--- config.mk ---
export PLATFORM = sky130hd
export DESIGN_NAME = cmd_fanout_reg
export DESIGN_NICKNAME = d
export VERILOG_FILES = /design/src/rtl/cmdbuf_pkg.sv /design/src/rtl/cmdbuf_rst_sync.sv /design/src/rtl/cmdbuf_lane_map.sv /design/src/rtl/cmdbuf_data_bank.sv /design/src/rtl/cmdbuf_ctrl_reg.sv /design/src/rtl/cmd_fanout_reg.sv
export SDC_FILE = /design/constraint.sdc
export NUM_CORES = 1
export LEC_CHECK = 0
export BUFFER_PORTS_ARGS = -buffer_cell sky130_fd_sc_hd__buf_4
export CORE_MARGIN = 5
export CORE_UTILIZATION = 25
export CTS_BUF_LIST = sky130_fd_sc_hd__clkbuf_8 sky130_fd_sc_hd__clkbuf_16
export DETAILED_ROUTE_END_ITERATION = 8
export GPL_TIMING_DRIVEN = 0
export PLACE_DENSITY = 0.46
export SLEW_MARGIN = 20
export SYNTH_ARGS = -nofsm -noshare
export SYNTH_HDL_FRONTEND = slang
export SYNTH_HIERARCHICAL = 1
export SYNTH_SLANG_ARGS = --single-unit
--- constraint.sdc ---
create_clock -name clk -period 1.9 [get_ports clk]
set_clock_uncertainty 0.2 [all_clocks]
set_input_delay 0 -clock clk [delete_from_list [all_inputs] [get_ports clk]]
set_output_delay 0 -clock clk [all_outputs]
set_load 0.1 [all_outputs]
--- src/rtl/cmdbuf_pkg.sv ---
package cmdbuf_pkg;

  // Topology selected by the two configuration inputs.
  typedef enum logic [1:0] {
    TOPO_WIDE   = 2'd0,
    TOPO_PAIR_A = 2'd1,
    TOPO_PAIR_B = 2'd2
  } topo_e;

  // The reserved code {c0,c1} = 2'b10 falls back to the wide topology.
  function automatic topo_e decode_topo(input logic c0, input logic c1);
    topo_e t;
    case ({c0, c1})
      2'b01:   t = TOPO_PAIR_A;
      2'b11:   t = TOPO_PAIR_B;
      default: t = TOPO_WIDE;
    endcase
    return t;
  endfunction

endpackage

--- src/rtl/cmdbuf_rst_sync.sv ---
module cmdbuf_rst_sync #(
  parameter int STAGES = 2
) (
  input  logic clk,
  input  logic rst_n,
  output logic rst_sync_n
);

  logic [STAGES-1:0] stg_q;
  logic [STAGES-1:0] stg_nxt;

  always_comb begin
    stg_nxt = {stg_q[STAGES-2:0], 1'b1};
  end

  always_ff @(posedge clk or negedge rst_n) begin
    if (!rst_n) begin
      stg_q <= '0;
    end else begin
      stg_q <= stg_nxt;
    end
  end

  assign rst_sync_n = stg_q[STAGES-1];

  // the internal reset follows an external assertion without waiting for a clock edge
  always @(posedge clk) begin
    if (!rst_n) begin
      assert_sync_low_R1: assert (rst_sync_n == 1'b0);
    end
  end

endmodule

--- src/rtl/cmdbuf_lane_map.sv ---
module cmdbuf_lane_map
  import cmdbuf_pkg::*;
#(
  parameter int DATA_W = 25,
  parameter int PAIR_W = 14
) (
  input  topo_e             topo,
  input  logic [DATA_W-1:0] din,
  output logic [DATA_W-1:0] nxt_a,
  output logic [PAIR_W-1:0] nxt_b
);

  localparam int B_LO = DATA_W - PAIR_W;

  logic              is_wide;
  logic              is_b;
  logic [PAIR_W-1:0] pair_bits;

  assign is_wide = (topo == TOPO_WIDE);
  assign is_b    = (topo == TOPO_PAIR_B);

  // The second buffer of a pair owns the upper lanes and the first owns the lower lanes.
  for (genvar j = 0; j < PAIR_W; j++) begin : g_pair
    assign pair_bits[j] = is_b ? din[B_LO + j] : din[j];
  end

  for (genvar i = 0; i < DATA_W; i++) begin : g_lane
    if (i < PAIR_W) begin : g_lo
      assign nxt_a[i] = is_wide ? din[i] : pair_bits[i];
    end else begin : g_hi
      assign nxt_a[i] = is_wide & din[i];
    end
  end

  assign nxt_b = is_wide ? '0 : pair_bits;

endmodule

--- src/rtl/cmdbuf_data_bank.sv ---
module cmdbuf_data_bank #(
  parameter int W = 25
) (
  input  logic         clk,
  input  logic         rst_ni,
  input  logic         ld_en,
  input  logic [W-1:0] d,
  output logic [W-1:0] q
);

  logic [W-1:0] q_r;
  logic [W-1:0] q_nxt;

  always_comb begin
    q_nxt = q_r;
    if (ld_en) begin
      q_nxt = d;
    end
  end

  always_ff @(posedge clk or negedge rst_ni) begin
    if (!rst_ni) begin
      q_r <= '0;
    end else begin
      q_r <= q_nxt;
    end
  end

  assign q = q_r;

  // no load while no rank is selected
  assert_hold_R6: assert property (@(posedge clk) disable iff (!rst_ni)
    (!ld_en) |=> $stable(q));

  // the bank is clear while reset is held
  always @(posedge clk) begin
    if (!rst_ni) begin
      assert_bank_clear_R1: assert (q == '0);
    end
  end

endmodule

--- src/rtl/cmdbuf_ctrl_reg.sv ---
module cmdbuf_ctrl_reg #(
  parameter int CS_W = 2
) (
  input  logic            clk,
  input  logic            rst_ni,
  input  logic            cke_in,
  input  logic            odt_in,
  input  logic [CS_W-1:0] cs_n_in,
  output logic            cke_q,
  output logic            odt_q,
  output logic [CS_W-1:0] cs_n_q
);

  localparam int CW = CS_W + 2;

  logic [CW-1:0] ctl_r;
  logic [CW-1:0] ctl_nxt;

  // Ungated: the control lines load on every clock.
  always_comb begin
    ctl_nxt = {cke_in, odt_in, cs_n_in};
  end

  always_ff @(posedge clk or negedge rst_ni) begin
    if (!rst_ni) begin
      ctl_r <= '0;
    end else begin
      ctl_r <= ctl_nxt;
    end
  end

  assign cke_q  = ctl_r[CW-1];
  assign odt_q  = ctl_r[CW-2];
  assign cs_n_q = ctl_r[CS_W-1:0];

  // the control outputs follow their inputs with one clock of latency
  assert_ctrl_follow_R7: assert property (@(posedge clk) disable iff (!rst_ni)
    $past(rst_ni) |=> (cke_q == $past(cke_in)) && (odt_q == $past(odt_in))
                      && (cs_n_q == $past(cs_n_in)));

endmodule

--- src/rtl/cmd_fanout_reg.sv ---
module cmd_fanout_reg
  import cmdbuf_pkg::*;
#(
  parameter int DATA_W     = 25,
  parameter int PAIR_W     = 14,
  parameter int SYNC_STAGE = 2
) (
  input  logic              clk,
  input  logic              rst_n,
  input  logic              cfg_c0,
  input  logic              cfg_c1,
  input  logic              cs0_n,
  input  logic              cs1_n,
  input  logic              cke_in,
  input  logic              odt_in,
  input  logic [DATA_W-1:0] din,
  output logic [DATA_W-1:0] q_a,
  output logic [PAIR_W-1:0] q_b,
  output logic              cke_q,
  output logic              odt_q,
  output logic              cs0_q_n,
  output logic              cs1_q_n
);

  localparam int B_LO = DATA_W - PAIR_W;
  localparam int CS_W = 2;

  logic              rst_sync_n;
  topo_e             topo;
  logic              ld_en;
  logic [DATA_W-1:0] nxt_a;
  logic [PAIR_W-1:0] nxt_b;
  logic [CS_W-1:0]   cs_n_bus;
  logic [CS_W-1:0]   cs_n_q;

  assign topo     = decode_topo(cfg_c0, cfg_c1);
  assign cs_n_bus = {cs1_n, cs0_n};
  assign ld_en    = ~(&cs_n_bus);

  cmdbuf_rst_sync #(.STAGES(SYNC_STAGE)) u_rst_sync (
    .clk        (clk),
    .rst_n      (rst_n),
    .rst_sync_n (rst_sync_n)
  );

  cmdbuf_lane_map #(.DATA_W(DATA_W), .PAIR_W(PAIR_W)) u_lane_map (
    .topo  (topo),
    .din   (din),
    .nxt_a (nxt_a),
    .nxt_b (nxt_b)
  );

  cmdbuf_data_bank #(.W(DATA_W)) u_bank_a (
    .clk    (clk),
    .rst_ni (rst_sync_n),
    .ld_en  (ld_en),
    .d      (nxt_a),
    .q      (q_a)
  );

  cmdbuf_data_bank #(.W(PAIR_W)) u_bank_b (
    .clk    (clk),
    .rst_ni (rst_sync_n),
    .ld_en  (ld_en),
    .d      (nxt_b),
    .q      (q_b)
  );

  cmdbuf_ctrl_reg #(.CS_W(CS_W)) u_ctrl (
    .clk     (clk),
    .rst_ni  (rst_sync_n),
    .cke_in  (cke_in),
    .odt_in  (odt_in),
    .cs_n_in (cs_n_bus),
    .cke_q   (cke_q),
    .odt_q   (odt_q),
    .cs_n_q  (cs_n_q)
  );

  assign cs0_q_n = cs_n_q[0];
  assign cs1_q_n = cs_n_q[1];

  // Port-level checks: each one relates din at one edge to q at the next edge.
  logic sel;
  assign sel = !(cs0_n && cs1_n);

  // every output is low while reset is held
  assert_reset_clear_R1: assert property (@(posedge clk)
    (!rst_n && $past(!rst_n)) |-> (q_a == '0) && (q_b == '0) && !cke_q && !odt_q
                                  && !cs0_q_n && !cs1_q_n);

  // the wide topology is a one-to-one register
  assert_wide_load_R2: assert property (@(posedge clk) disable iff (!rst_sync_n)
    ($past(rst_sync_n) && sel && !cfg_c0 && !cfg_c1) |=> (q_a == $past(din)));

  // the first buffer of a pair copies the low lanes twice
  assert_pair_a_R3: assert property (@(posedge clk) disable iff (!rst_sync_n)
    ($past(rst_sync_n) && sel && !cfg_c0 && cfg_c1) |=>
      (q_a[PAIR_W-1:0] == $past(din[PAIR_W-1:0])) && (q_b == $past(din[PAIR_W-1:0]))
      && (q_a[DATA_W-1:PAIR_W] == '0));

  // the second buffer of a pair copies the high lanes twice
  assert_pair_b_R4: assert property (@(posedge clk) disable iff (!rst_sync_n)
    ($past(rst_sync_n) && sel && cfg_c0 && cfg_c1) |=>
      (q_a[PAIR_W-1:0] == $past(din[DATA_W-1:B_LO])) && (q_b == $past(din[DATA_W-1:B_LO]))
      && (q_a[DATA_W-1:PAIR_W] == '0));

  // the reserved code behaves like the wide topology
  assert_reserved_wide_R5: assert property (@(posedge clk) disable iff (!rst_sync_n)
    ($past(rst_sync_n) && sel && cfg_c0 && !cfg_c1) |=> (q_a == $past(din)) && (q_b == '0));

  // the second copy stays idle in the single-copy topologies
  assert_dup_idle_R8: assert property (@(posedge clk) disable iff (!rst_sync_n)
    ($past(rst_sync_n) && sel && !cfg_c1) |=> (q_b == '0));

  // one asserted chip-select alone loads the data registers
  assert_one_cs_R10: assert property (@(posedge clk) disable iff (!rst_sync_n)
    ($past(rst_sync_n) && (cs0_n ^ cs1_n) && !cfg_c0 && !cfg_c1) |=> (q_a == $past(din)));

endmodule

* Word level (Yosys, flattened, before mapping) *
Index checks and enable logic that the tools add are counted.

word-level totals
  bits in registers = 45
  output and inout port bits = 43
  word-level logic and storage cells = 50

operators by class
  eq/ne operators = 3
  muxes and demuxes = 30
  bitwise gates (word level) = 11
  reduce and logical (&&, ||, !) cells = 2

operators with widths
  kind                                                  count
  2-to-1 mux 1 bit                                      28
  2-to-1 mux 14 bit                                     1
  AND 1 bit                                             11
  equality test 2 bit (second input constant)           2
  case mux 2 bit (2 select lines)                       1
  equality test 2 x 1 -> 1 bit (second input constant)  1
  zero test 2 bit                                       1
  AND reduction 2 bit                                   1

* Logic depth before layout (Yosys ltp) *
  word-level depth = 5
  depth in mapped cells = 6
  gate-level depth less buffers = 4

* Hierarchy *
The synthesis kept the hierarchy.

by module, submodules not included
  module                        instances  cells each  area each (um^2)  seq. area each (um^2)
  cmdbuf_data_bank at u_bank_a  1          53          1033.5            625.6
  cmdbuf_data_bank at u_bank_b  1          29          519.2             350.3
  cmdbuf_lane_map               1          46          416.6             0.0
  cmdbuf_ctrl_reg               1          4           100.1             100.1
  cmdbuf_rst_sync               1          3           53.8              50.0
  cmd_fanout_reg                1          3           20.0              0.0

* Worst setup path after synthesis *
OpenSTA, ideal clock, no wires.

  kind = in2reg
  start point = input port cfg_c0
  end point = register u_bank_a.q_r[0] (netlist: u_bank_a/q[0])
  library setup time = 0.125 ns
  data arrival time = 1.208 ns
  setup slack = 0.367 ns
  stages on the path = 6
  path buffers = 2
  path through = and2b_2 > nor2b_1 > buf_6 > buf_6 > mux2_4 > mux2_2

on the way
  cells in the longest elaborated chain, start to end = 5

RTL lines
  item                                                                        line                    source
  start: declaration                                                          cmd_fanout_reg.sv:10    input logic cfg_c0,
  equality test 2 bit / equality test 2 x 1 -> 1 bit (equally long branches)  cmdbuf_pkg.sv:13        case ({c0, c1})
  case mux 2 bit (2 select lines) (*)                                         cmdbuf_pkg.sv:13
  equality test 2 bit                                                         cmdbuf_lane_map.sv:20   assign is_b = (topo == TOPO_PAIR_B);
  2-to-1 mux 1 bit                                                            cmdbuf_lane_map.sv:24   assign pair_bits[j] = is_b ? din[B_LO + j] : din[j];
  2-to-1 mux 1 bit (*)                                                        cmdbuf_lane_map.sv:29   assign nxt_a[i] = is_wide ? din[i] : pair_bits[i];
  named net nxt_a[0]                                                          cmd_fanout_reg.sv:31    logic [DATA_W-1:0] nxt_a;
  end signal: assignment                                                      cmdbuf_data_bank.sv:25  q_r <= q_nxt;
  end: declaration                                                            cmdbuf_data_bank.sv:11  logic [W-1:0] q_r;

Mark *: on every way through the listed nets, which the timed path passes. The rest lies on a longest branch.
A chain may end at the register's enable or synchronous reset.

* Final worst setup path *
  start point = input port cfg_c0
  end point = register u_bank_b.q_r[10] (netlist: u_bank_b/q[10])

on the way
  cells in the longest elaborated chain, start to end = 5

RTL lines
  item                                                                        line                    source
  equality test 2 bit / equality test 2 x 1 -> 1 bit (equally long branches)  cmdbuf_pkg.sv:13
  case mux 2 bit (2 select lines) (*)                                         cmdbuf_pkg.sv:13
  named net topo[0]                                                           cmd_fanout_reg.sv:29    topo_e topo;
  equality test 2 bit                                                         cmdbuf_lane_map.sv:20
  2-to-1 mux 1 bit                                                            cmdbuf_lane_map.sv:24
  2-to-1 mux 14 bit (*)                                                       cmdbuf_lane_map.sv:35   assign nxt_b = is_wide ? '0 : pair_bits;
  named net nxt_b[10]                                                         cmd_fanout_reg.sv:32    logic [PAIR_W-1:0] nxt_b;
  end signal: assignment                                                      cmdbuf_data_bank.sv:25
  end: declaration                                                            cmdbuf_data_bank.sv:11

Marked as above.

==> impl_metrics.ini <==
[synth]
ys_ff_latch = 45
ys_warn_count = 6
ys_seq_area_share_pct = 52.5
syn_area_per_cell_um2 = 15.5
netlist-cell-type-count = 15
ys_top_cells_by_area = dfrtp_1 53%, mux2_4 18%, mux2_2 14%
synth_cells = 138
synth_area_leader_cell = dfrtp_1
synth_top_area_share_pct = 52.5
synth_area_um2 = 2140
synth_nets = 171

[critical_path]
r2r_slack_ns = 0.92
required_ns = 1.89
worstPathMaxFanout = 10
cp-end-kind = flip-flop
cp.arrival_ns = 1.82
criticalPathCategory = in -> reg
cp-start-kind = input port

[clock_tree]
clockRootBuffer = clkbuf_8
cts_tree = built
clk_pin_slew_ns = 0.09
insertion_delay_ns = 0.30
cts_max_level = 2
clock_path_buffers = 2
clock_sinks = 45
cts_inserted_buffers = 5

[routing]
firstDrtPassIters = 4
wl_um = 6010
avgRoutedWirePerCell_um = 16.4
ant_nets = 0
drt_iter0_markers = 26
drcViolationCount = 0
route.vias.total = 1572
via_per_inst = 4.28

[hold_path]
hold_class = reg -> async

[timing]
max_freq_ghz = 0.546
tightest_slew_ns = 0.570
rsz0062_at_grt = no
fin_crit_sh_pct = 96.4
final_max_slew_viol_count = 0
slew_headroom_pct = 62.0
finalSetupViolCount = 0
hold_viol = 0
finalWorstPathRequiredPeriod_ns = 1.83

[floorplan]
initial_core_util_pct = 25.8
coreArea_um2 = 8300
dieArea_um2 = 10500
die_w_um = 103
io_pins = 76
die_y_um = 103
num_rows = 33

[grt]
gr-total-overflow = 0
grt_pass1_wl_um = 9560
antenna_found_initial = 0
grt.total_usage_pct = 11.9
grt_max_degree = 28
first_global_vias = 1786

[outcome]
outcome = completed

[placement]
placed_area_um2 = 2860
gp_congestion = 0.697
numPortBuffers = 75
place_hpwl_um = 4200

[flow_run]
cap_violations = 0

[pwr]
p_per_area_nw_per_um2 = 910
vdd_drop_max_mv = 0.368
p_total_mw = 3.06
cellLeakagePower_nw = 1.67

[finish]
antenna_cells = 0
fin_area_um2 = 3370
final_core_util_pct = 40.6
drive_gt1_share_pct = 57.6
area_delta_synth_final_pct = 57.0
nets = 294
[kinds of logic (layout without fill, tap and decap cells)]
logic type | count (synthesis) | in the layout | synth area share, %
muxes | 53 | 53 | 32.4
AOI/OAI and AO/OA | 14 | 14 | 5.72
and+or+nand+nor | 16 | 16 | 4.61
buffers and inverters | 9 | 133 | 4.55
DFF | 45 | 45 | 52.5
other | 1 | 1 | 0.175
[worst max-delay path, stage by stage]
cell	delay (ns)
buf_4	0.11
and2b_2	0.28
nor2b_1	0.08
buf_6	0.14
clkbuf_4	0.20
a22o_1	0.21
dlygate4sd3_1	0.54
mux2_2	0.26
[where the power goes]
part | internal, mW | leakage (nW) | switching, mW | total, mW
Sequential | 1.04 | 0.556 | 0.0562 | 1.10
Combinational | 0.375 | 1.05 | 0.816 | 1.19
Clock | 0.424 | 0.0626 | 0.349 | 0.773
Total | 1.84 | 1.67 | 1.22 | 3.06
[Yosys cell counts]
master,count
mux2_4,26
clkbuf_1,2
dfrtp_1,45
nor2b_1,1
conb_1,1
buf_12,2
buf_6,4
and2_1,11
nand2_1,1
a22o_1,14
buf_2,1
nor2_1,1
mux2_2,27
and2_2,1
and2b_2,1
[area by class of cell]
cell class	count	area, um2
fill	792	4930
sequential	45	1130
timing repair buffer	116	971
multi-input combinational	84	920
tap	105	131
buffer	9	100
clock buffer	6	82.6
clock inverter	2	33.8
[flip-flops by register name, indices dropped and copies added, names as in the netlist]
| signal | cells |
|---|---|
| u_ctrl/ctl_r | 4 |
| u_rst_sync/stg_q | 2 |
| u_bank_a/q | 25 |
| u_bank_b/q | 14 |
[repair_timing]
item,CTS,global route
endpoints found under the setup margin,0,3
gates resized for setup,0,1
hold buffers,35,0
hold endpoints to repair,45,0
setup buffers,0,5
[final timing paths]
check	start	end	cells after the start
worst max-delay path	cfg_c0	u_bank_b/q[10]	8
max in group asynchronous	rst_n	u_rst_sync/stg_q[1]	3
worst max register to register	u_bank_a/q[23]	u_bank_a/q[23]	1
min in group clk	cfg_c1	u_bank_b/q[11]	4
worst min register to register	u_rst_sync/stg_q[1]	u_bank_b/q[1]	0
worst min-delay path	u_rst_sync/stg_q[1]	u_bank_b/q[1]	0
[metrics by stage]
step           setup WS [ns]  cells  hold WS, ns  TNS [ns]
3_3_place_gp          -0.367    318       -0.417    -15.65
6_report              0.0675    367      0.00707         0
3_5_place_dp           0.118    319       -0.416         0
5_1_grt              0.00435    367       0.0548         0
2_1_floorplan          0.355    138       -0.496         0
4_1_cts               0.0487    362       0.0279         0
[layer usage]
layer	up-vias	routed length, um	track usage (%)
li1	737	-	-
met5	-	0	0
met4	0	18	1.82
met1	784	2580	14.2
met3	3	397	3.38
met2	48	3020	21.4
[cells in the final DEF (no fill, tap or decap), drive strengths merged]
cell / count
and2: 12
nor2: 1
mux2: 53
nand2: 1
dlygate4sd3: 35
buf: 87
clkbuf: 9
dfrtp: 45
a22o: 14
bufinv: 1
nor2b: 1
conb: 1
and2b: 1
inv: 1
No activity file was read; power rests on OpenSTA's default activity.
